$ cat src/rtl/ledr_tx_pkg.sv
package ledr_tx_pkg;

    typedef enum logic [1:0] {
        ST_IDLE = 2'd0,
        ST_WAKE = 2'd1,
        ST_SEND = 2'd2,
        ST_DONE = 2'd3
    } tx_state_e;

    // Zero count is treated as a count of one
    function automatic logic [7:0] at_least_one(input logic [7:0] v);
        return (v == 8'd0) ? 8'd1 : v;
    endfunction

endpackage

$ cat src/rtl/ledr_tx_timer.sv
module ledr_tx_timer #(
    parameter int CNT_W = 8
) (
    input  logic             clk,
    input  logic             rst_n,
    input  logic             load_i,
    input  logic [CNT_W-1:0] val_i,
    output logic             expire_o
);
    logic [CNT_W-1:0] cnt_d, cnt_q;

    always_comb begin
        cnt_d = cnt_q;
        if (load_i) begin
            cnt_d = (val_i == '0) ? CNT_W'(1) : val_i;
        end else if (cnt_q > CNT_W'(1)) begin
            cnt_d = cnt_q - CNT_W'(1);
        end
    end

    always_ff @(posedge clk or negedge rst_n) begin
        if (!rst_n) cnt_q <= '0;
        else        cnt_q <= cnt_d;
    end

    assign expire_o = (cnt_q == CNT_W'(1));


    load_nonzero_chk: assert property (@(posedge clk) disable iff (!rst_n)
        load_i |=> (cnt_q != '0));

endmodule

$ cat src/rtl/ledr_tx_rail_enc.sv
module ledr_tx_rail_enc (
    input  logic clk,
    input  logic rst_n,
    input  logic load_i,
    input  logic bit_i,
    input  logic odd_i,
    output logic data_o,
    output logic parity_o
);
    typedef struct packed {
        logic data;
        logic parity;
    } rails_t;

    rails_t r_d, r_q;

    always_comb begin
        r_d = r_q;
        if (load_i) begin
            r_d.data   = bit_i;
            r_d.parity = odd_i ? ~bit_i : bit_i;
        end
    end

    always_ff @(posedge clk or negedge rst_n) begin
        if (!rst_n) r_q <= '0;
        else        r_q <= r_d;
    end

    assign data_o   = r_q.data;
    assign parity_o = r_q.parity;


    rail_hold_chk: assert property (@(posedge clk) disable iff (!rst_n)
        !load_i |=> $stable(r_q));

endmodule

$ cat src/rtl/ledr_word_tx.sv
module ledr_word_tx
    import ledr_tx_pkg::*;
#(
    parameter int WIDTH = 32,
    parameter int CFG_W = 8
) (
    input  logic             clk,
    input  logic             rst_n,
    input  logic             req_i,
    input  logic [WIDTH-1:0] word_i,
    input  logic [CFG_W-1:0] wake_cycles_i,
    input  logic [CFG_W-1:0] bit_cycles_i,
    output logic             ack_o,
    output logic             wake_o,
    output logic             data_o,
    output logic             parity_o
);
    localparam int IDX_W = (WIDTH > 1) ? $clog2(WIDTH) : 1;
    localparam logic [IDX_W-1:0] MSB_IDX = IDX_W'(WIDTH - 1);

    generate
        if ((WIDTH % 2) != 0 || WIDTH < 2) begin : g_bad_width
            $error("ledr_word_tx: WIDTH must be even and at least 2");
        end
    endgenerate

    typedef struct packed {
        tx_state_e        st;
        logic [WIDTH-1:0] word;
        logic [CFG_W-1:0] bit_cfg;
        logic [IDX_W-1:0] idx;
        logic             wake;
        logic             ack;
    } ctl_t;

    ctl_t ctl_d, ctl_q;

    logic             tmr_load;
    logic [CFG_W-1:0] tmr_val;
    logic             tmr_expire;
    logic             enc_load;
    logic [IDX_W-1:0] enc_idx;
    logic             enc_bit;
    logic             enc_odd;

    always_comb begin
        ctl_d    = ctl_q;
        tmr_load = 1'b0;
        tmr_val  = ctl_q.bit_cfg;
        enc_load = 1'b0;
        enc_idx  = ctl_q.idx;
        unique case (ctl_q.st)
            ST_IDLE: begin
                if (req_i) begin
                    ctl_d.st      = ST_WAKE;
                    ctl_d.word    = word_i;
                    ctl_d.bit_cfg = bit_cycles_i;
                    ctl_d.wake    = 1'b1;
                    tmr_load      = 1'b1;
                    tmr_val       = wake_cycles_i;
                end
            end
            ST_WAKE: begin
                if (tmr_expire) begin
                    ctl_d.st  = ST_SEND;
                    ctl_d.idx = MSB_IDX;
                    tmr_load  = 1'b1;
                    enc_load  = 1'b1;
                    enc_idx   = MSB_IDX;
                end
            end
            ST_SEND: begin
                if (tmr_expire) begin
                    if (ctl_q.idx == '0) begin
                        ctl_d.st   = ST_DONE;
                        ctl_d.ack  = 1'b1;
                        ctl_d.wake = 1'b0;
                    end else begin
                        ctl_d.idx = ctl_q.idx - IDX_W'(1);
                        tmr_load  = 1'b1;
                        enc_load  = 1'b1;
                        enc_idx   = ctl_q.idx - IDX_W'(1);
                    end
                end
            end
            ST_DONE: begin
                if (!req_i) begin
                    ctl_d.st  = ST_IDLE;
                    ctl_d.ack = 1'b0;
                end
            end
            default: ctl_d.st = ST_IDLE;
        endcase
        enc_bit = ctl_d.word[enc_idx];
        // Even width: the MSB has an odd index and is sent in odd phase
        enc_odd = enc_idx[0];
    end

    always_ff @(posedge clk or negedge rst_n) begin
        if (!rst_n) begin
            ctl_q <= '{st: ST_IDLE, word: '0, bit_cfg: '0, idx: '0,
                       wake: 1'b0, ack: 1'b0};
        end else begin
            ctl_q <= ctl_d;
        end
    end

    ledr_tx_timer #(.CNT_W(CFG_W)) u_timer (
        .clk      (clk),
        .rst_n    (rst_n),
        .load_i   (tmr_load),
        .val_i    (tmr_val),
        .expire_o (tmr_expire)
    );

    ledr_tx_rail_enc u_enc (
        .clk      (clk),
        .rst_n    (rst_n),
        .load_i   (enc_load),
        .bit_i    (enc_bit),
        .odd_i    (enc_odd),
        .data_o   (data_o),
        .parity_o (parity_o)
    );

    assign ack_o  = ctl_q.ack;
    assign wake_o = ctl_q.wake;


    ack_rise_chk: assert property (@(posedge clk) disable iff (!rst_n)
        $rose(ack_o) |-> ($past(req_i) && $fell(wake_o)));


    ack_fall_chk: assert property (@(posedge clk) disable iff (!rst_n)
        $fell(ack_o) |-> !$past(req_i));


    wake_rise_chk: assert property (@(posedge clk) disable iff (!rst_n)
        $rose(wake_o) |-> $past(req_i));


    wake_ack_excl_chk: assert property (@(posedge clk) disable iff (!rst_n)
        !(wake_o && ack_o));


    preamble_chk: assert property (@(posedge clk) disable iff (!rst_n)
        (ctl_q.st == ST_WAKE) |-> (data_o == parity_o));


    phase_chk: assert property (@(posedge clk) disable iff (!rst_n)
        (ctl_q.st == ST_SEND) |->
            ((data_o == ctl_q.word[ctl_q.idx]) &&
             (parity_o == (ctl_q.idx[0] ? ~data_o : data_o))));


    idle_rails_chk: assert property (@(posedge clk) disable iff (!rst_n)
        !wake_o |-> (data_o == parity_o));

endmodule

$ cat config.mk
export PLATFORM = sky130hd
export DESIGN_NAME = ledr_word_tx
export DESIGN_NICKNAME = d
export VERILOG_FILES = /design/src/rtl/ledr_tx_pkg.sv /design/src/rtl/ledr_tx_timer.sv /design/src/rtl/ledr_tx_rail_enc.sv /design/src/rtl/ledr_word_tx.sv
export SDC_FILE = /design/constraint.sdc
export NUM_CORES = 1
export LEC_CHECK = 0
export ABC_AREA = 0
export ABC_CLOCK_PERIOD_IN_PS = 3100
export BUFFER_PORTS_ARGS = -buffer_cell sky130_fd_sc_hd__buf_4
export CORE_MARGIN = 4
export CORE_UTILIZATION = 45
export DETAILED_ROUTE_END_ITERATION = 16
export HOLD_SLACK_MARGIN = 0.02
export PLACE_DENSITY = 0.64
export SLEW_MARGIN = 20
export SYNTH_ARGS = -nofsm -noshare
export SYNTH_HDL_FRONTEND = slang
export SYNTH_SLANG_ARGS = --single-unit
$ cat constraint.sdc
create_clock -name clk -period 3.1 [get_ports clk]
set_clock_uncertainty 0.1 [all_clocks]
set_input_delay 0.31 -clock clk [delete_from_list [all_inputs] [get_ports clk]]
set_output_delay 0.31 -clock clk [all_outputs]
set_load 0.02 [all_outputs]
==> impl_results.md <==
- Status: finished with violations
- Failing checks: negative setup slack
- Achievable Freq: 320.5 MHz
- Final GP Congestion: 0.9135
- Post-route ant nets: 0
- Die X: 94.45 microns
- Worst skew pair latency: 340 ps
- Crit share post-route: 100.7%
- Largest net degree at the start of global routing: 60
- Final setup vio count: 1
- Fin worst setup slack: -20.56 ps
- Final Max Slew Viols: 0
- Total vias in the final route: 2,745
- Clock tree from TritonCTS: built
- Xor-xnor portion of the synthesized cell area: 2.083%
- Syn_area_per_cell: 10.99 sq um
- Met3 WL post-DR: 336 microns
- Crit Path Category: reg -> reg
- Final setup TNS: -20.56 ps
- Asr flop ratio synth: 100.0%
- Hold/Removal Path Class: in -> reg
- LEAKAGE: 0.002150 uW
- CTS buffer count: 9
- Most frequent cells in the layout: buf_4 (103), dfrtp_1 (59), mux2_2 (42)
- Worst path cell trace: inv_2 -> ha_4 -> or4b_4 -> buf_4 -> nor2_8 -> a21oi_1 -> a31oi_1 -> buf_4 -> o2111ai_1 -> o311ai_2 -> o31ai_2 -> and3_1 -> or3_1
- Post-synthesis compound-gate area fraction: 13.36%
- Initial Util: 46.37%
- Crit path from: u_timer.cnt_q[1]
- Max cap viols: 0
- Remaining DRCs: 0
- Full die area: 8921 sq um
- Yosys warnings: 0
- Post-synth EDFFs: 0
- Rel. slew slack: 50.60%
- Pwr Density: 1132 nW/um^2
- Most used DFF post-synth: dfrtp_1
- Synthesized area: 3363 sq um
- Cells after synthesis: 306
- Highest routed layer: met4
- Clock transition at path regs: 70 ps
- PortBufs: 54
- Delay-heaviest family, CP: simple AND/OR/NAND/NOR gates
- Final Hold Fails: 0
- Area contributors post-synth: dfrtp_1 (44%), mux2_2 (14%), mux2i_1 (6.3%)
- Clock sinks: 59
- Synth-to-Final Area Change: 38.32%
- Wire length on met2: 3721 microns
- Crit-path most repeated cell: buf_4
- Count of cell types in the netlist: 53
- First-pass detailed-route iteration total: 4
- Worst vdd ir: 0.4878 mV
- CP Launch Type: register
- Layout cells sized above 1: 47.94%
- Design Power: 5265 uW
- Initial DRC count: 75
- Num ports: 55
- Worst-path fanout max: 6
- Critical Path Max Stage Delay: 480 ps
- FF+latch count, synth: 59
- Leading cell type in the layout, fill and taps excluded: buf_4
- Sequential area share after synthesis: 43.90%
- Core Area: 7253 sq um
- All-Layer GR Usage: 18.10%
- Top-area cell type share of the netlist area: 43.90%
- Critical R2R Launch: u_timer.cnt_q[1]
- Post-synthesis mux area share: 20.65%
- Pre-CTS setup slack: -91.89 ps
- Met1 wire length: 3328 microns
- Post-synthesis adder-cell area fraction: 2.976%
- Tightest Pin Transition: 741.0 ps
- Final WL: 7617 microns
- H-tree depth: 3
- DPL Wire Length: 5427 microns
- Worst hold slack: 98.85 ps
- HP Start: bit_cycles_i[4]
- ANT cells: 0
- Number of buffers and inverters on the critical path: 3
- FILL cells: 592
- Die height: 94.45 microns
- WP data arrival: 3240 ps
- Worst-case clock buffer depth: 2
- Row cnt: 31
- Share of synthesized cell area in and, or, nand and nor gates: 13.65%
- CTS root buf: clkbuf_8
- Mapped Nets: 365
- Post-route minimum period: 3121 ps
- Final net count: 467
- First-pass GRT wire length: 12,780 microns
- CP required: 3220 ps
- DR vias/cell: 5.361
- Vias in the first global route: 2,850
- Unrepaired setup endpoints after global routing: yes
- Number of antenna violations at the first check in global routing: 0
- Leading area contributor after synthesis: dfrtp_1
- CP max-delay cell: or4b_4
- Wire length per cell: 14.88 microns
- Largest family of logic cells by synthesized area: multiplexers
- CP endpoint kind: register
- GRT overflow: 0
[area by class of cell]
cell class / instances / area (sq um) / area share, %
clock buffers: 11 / 141.4 / 3.039
inverters: 8 / 30.03 / 0.6455
flip-flops and latches: 59 / 1476 / 31.74
well taps: 99 / 123.9 / 2.663
repair buffers: 107 / 834.6 / 17.94
clock inverters: 5 / 100.1 / 2.152
multi-input cells: 223 / 1946 / 41.82
[Yosys cell counts, types with 2 or more instances]
cell and n:
nand3_1 8, nor2_1 15, inv_1 8, a21oi_1 17, nand2_1 17, nor3_1 8, ha_1 8, o21bai_1 2
xnor2_1 2, mux2i_1 21, a22o_1 2, nor4b_2 2, and3_1 3, o211ai_1 2, buf_1 4, nand2b_1 3
buf_6 3, nor4_1 4, dfrtp_1 59, or4b_4 2, xor2_1 6, nand3b_1 3, o31ai_1 4, o221ai_1 2
clkbuf_1 8, o21ai_0 14, a211oi_1 3, nor2b_1 5, mux2_2 42, or3_1 4, a31oi_1 3
[worst register-to-register path, delay by kind of cell, from the launching register on]
| family | cells | cell delay, ps |
|---|---|---|
| buffers and inverters | 3 | 480 |
| DFF | 1 | 390 |
| and+or+nand+nor | 4 | 1080 |
| AOI/OAI and AO/OA | 5 | 840 |
| adders and majority gates | 1 | 130 |
[sequential cells by signal, indices dropped and copies added (netlist names)]
name / cells
ctl_q: 47
ack_o: 1
u_enc.data_o: 1
u_timer.cnt_q: 8
u_enc.parity_o: 1
wake_o: 1
[power by group]
group	internal [uW]	leakage, uW	switching [uW]
registers	1140	0.000703	164
clock network	553	0.000123	301
logic	1620	0.00132	1480
total	3320	0.00215	1950
[path summary, 6_finish.rpt]
check	end	slack, ps	depth (start not counted)
max reg2reg	u_enc.parity_o	-20	13
max in group asynchronous	u_timer.cnt_q[7]	1930	2
min	ctl_q[11]	100	2
min reg2reg	ctl_q[44]	390	1
min in group asynchronous	ctl_q[43]	470	2
max	u_enc.parity_o	-20	13
[per-layer routing]
metal,up-vias,global-route usage [%]
met5,-,0
met4,0,7.452
met3,20,3.665
met2,80,30.73
met1,1313,22.46
li1,1332,-
[through the flow]
step                      util, %  area [sq um]  std cells
final                       64.14          4652        512
after global routing        64.14          4652        512
after detailed placement    57.56          4175        484
after floorplan                 -          3396        306
after global placement      57.56          4175        484
after CTS                   62.45          4529        506
[cells by family (layout without fill, tap and decap cells)]
family,count (synthesis),count (layout)
AOI/OAI and AO/OA,63,63
xor gates and xnor gates,8,8
adders and majority gates,8,8
buffers and inverters,24,131
DFF,59,59
muxes,64,64
and+or+nand+nor,80,80
[repair_timing]
action,in CTS,in global routing
hold buffers,1,0
gates resized for setup,12,12
setup endpoints to repair,1,2
pin swaps,10,13
setup buffers,5,6
hold endpoints to repair,59,0
No activity file was read; power rests on OpenSTA's default activity.
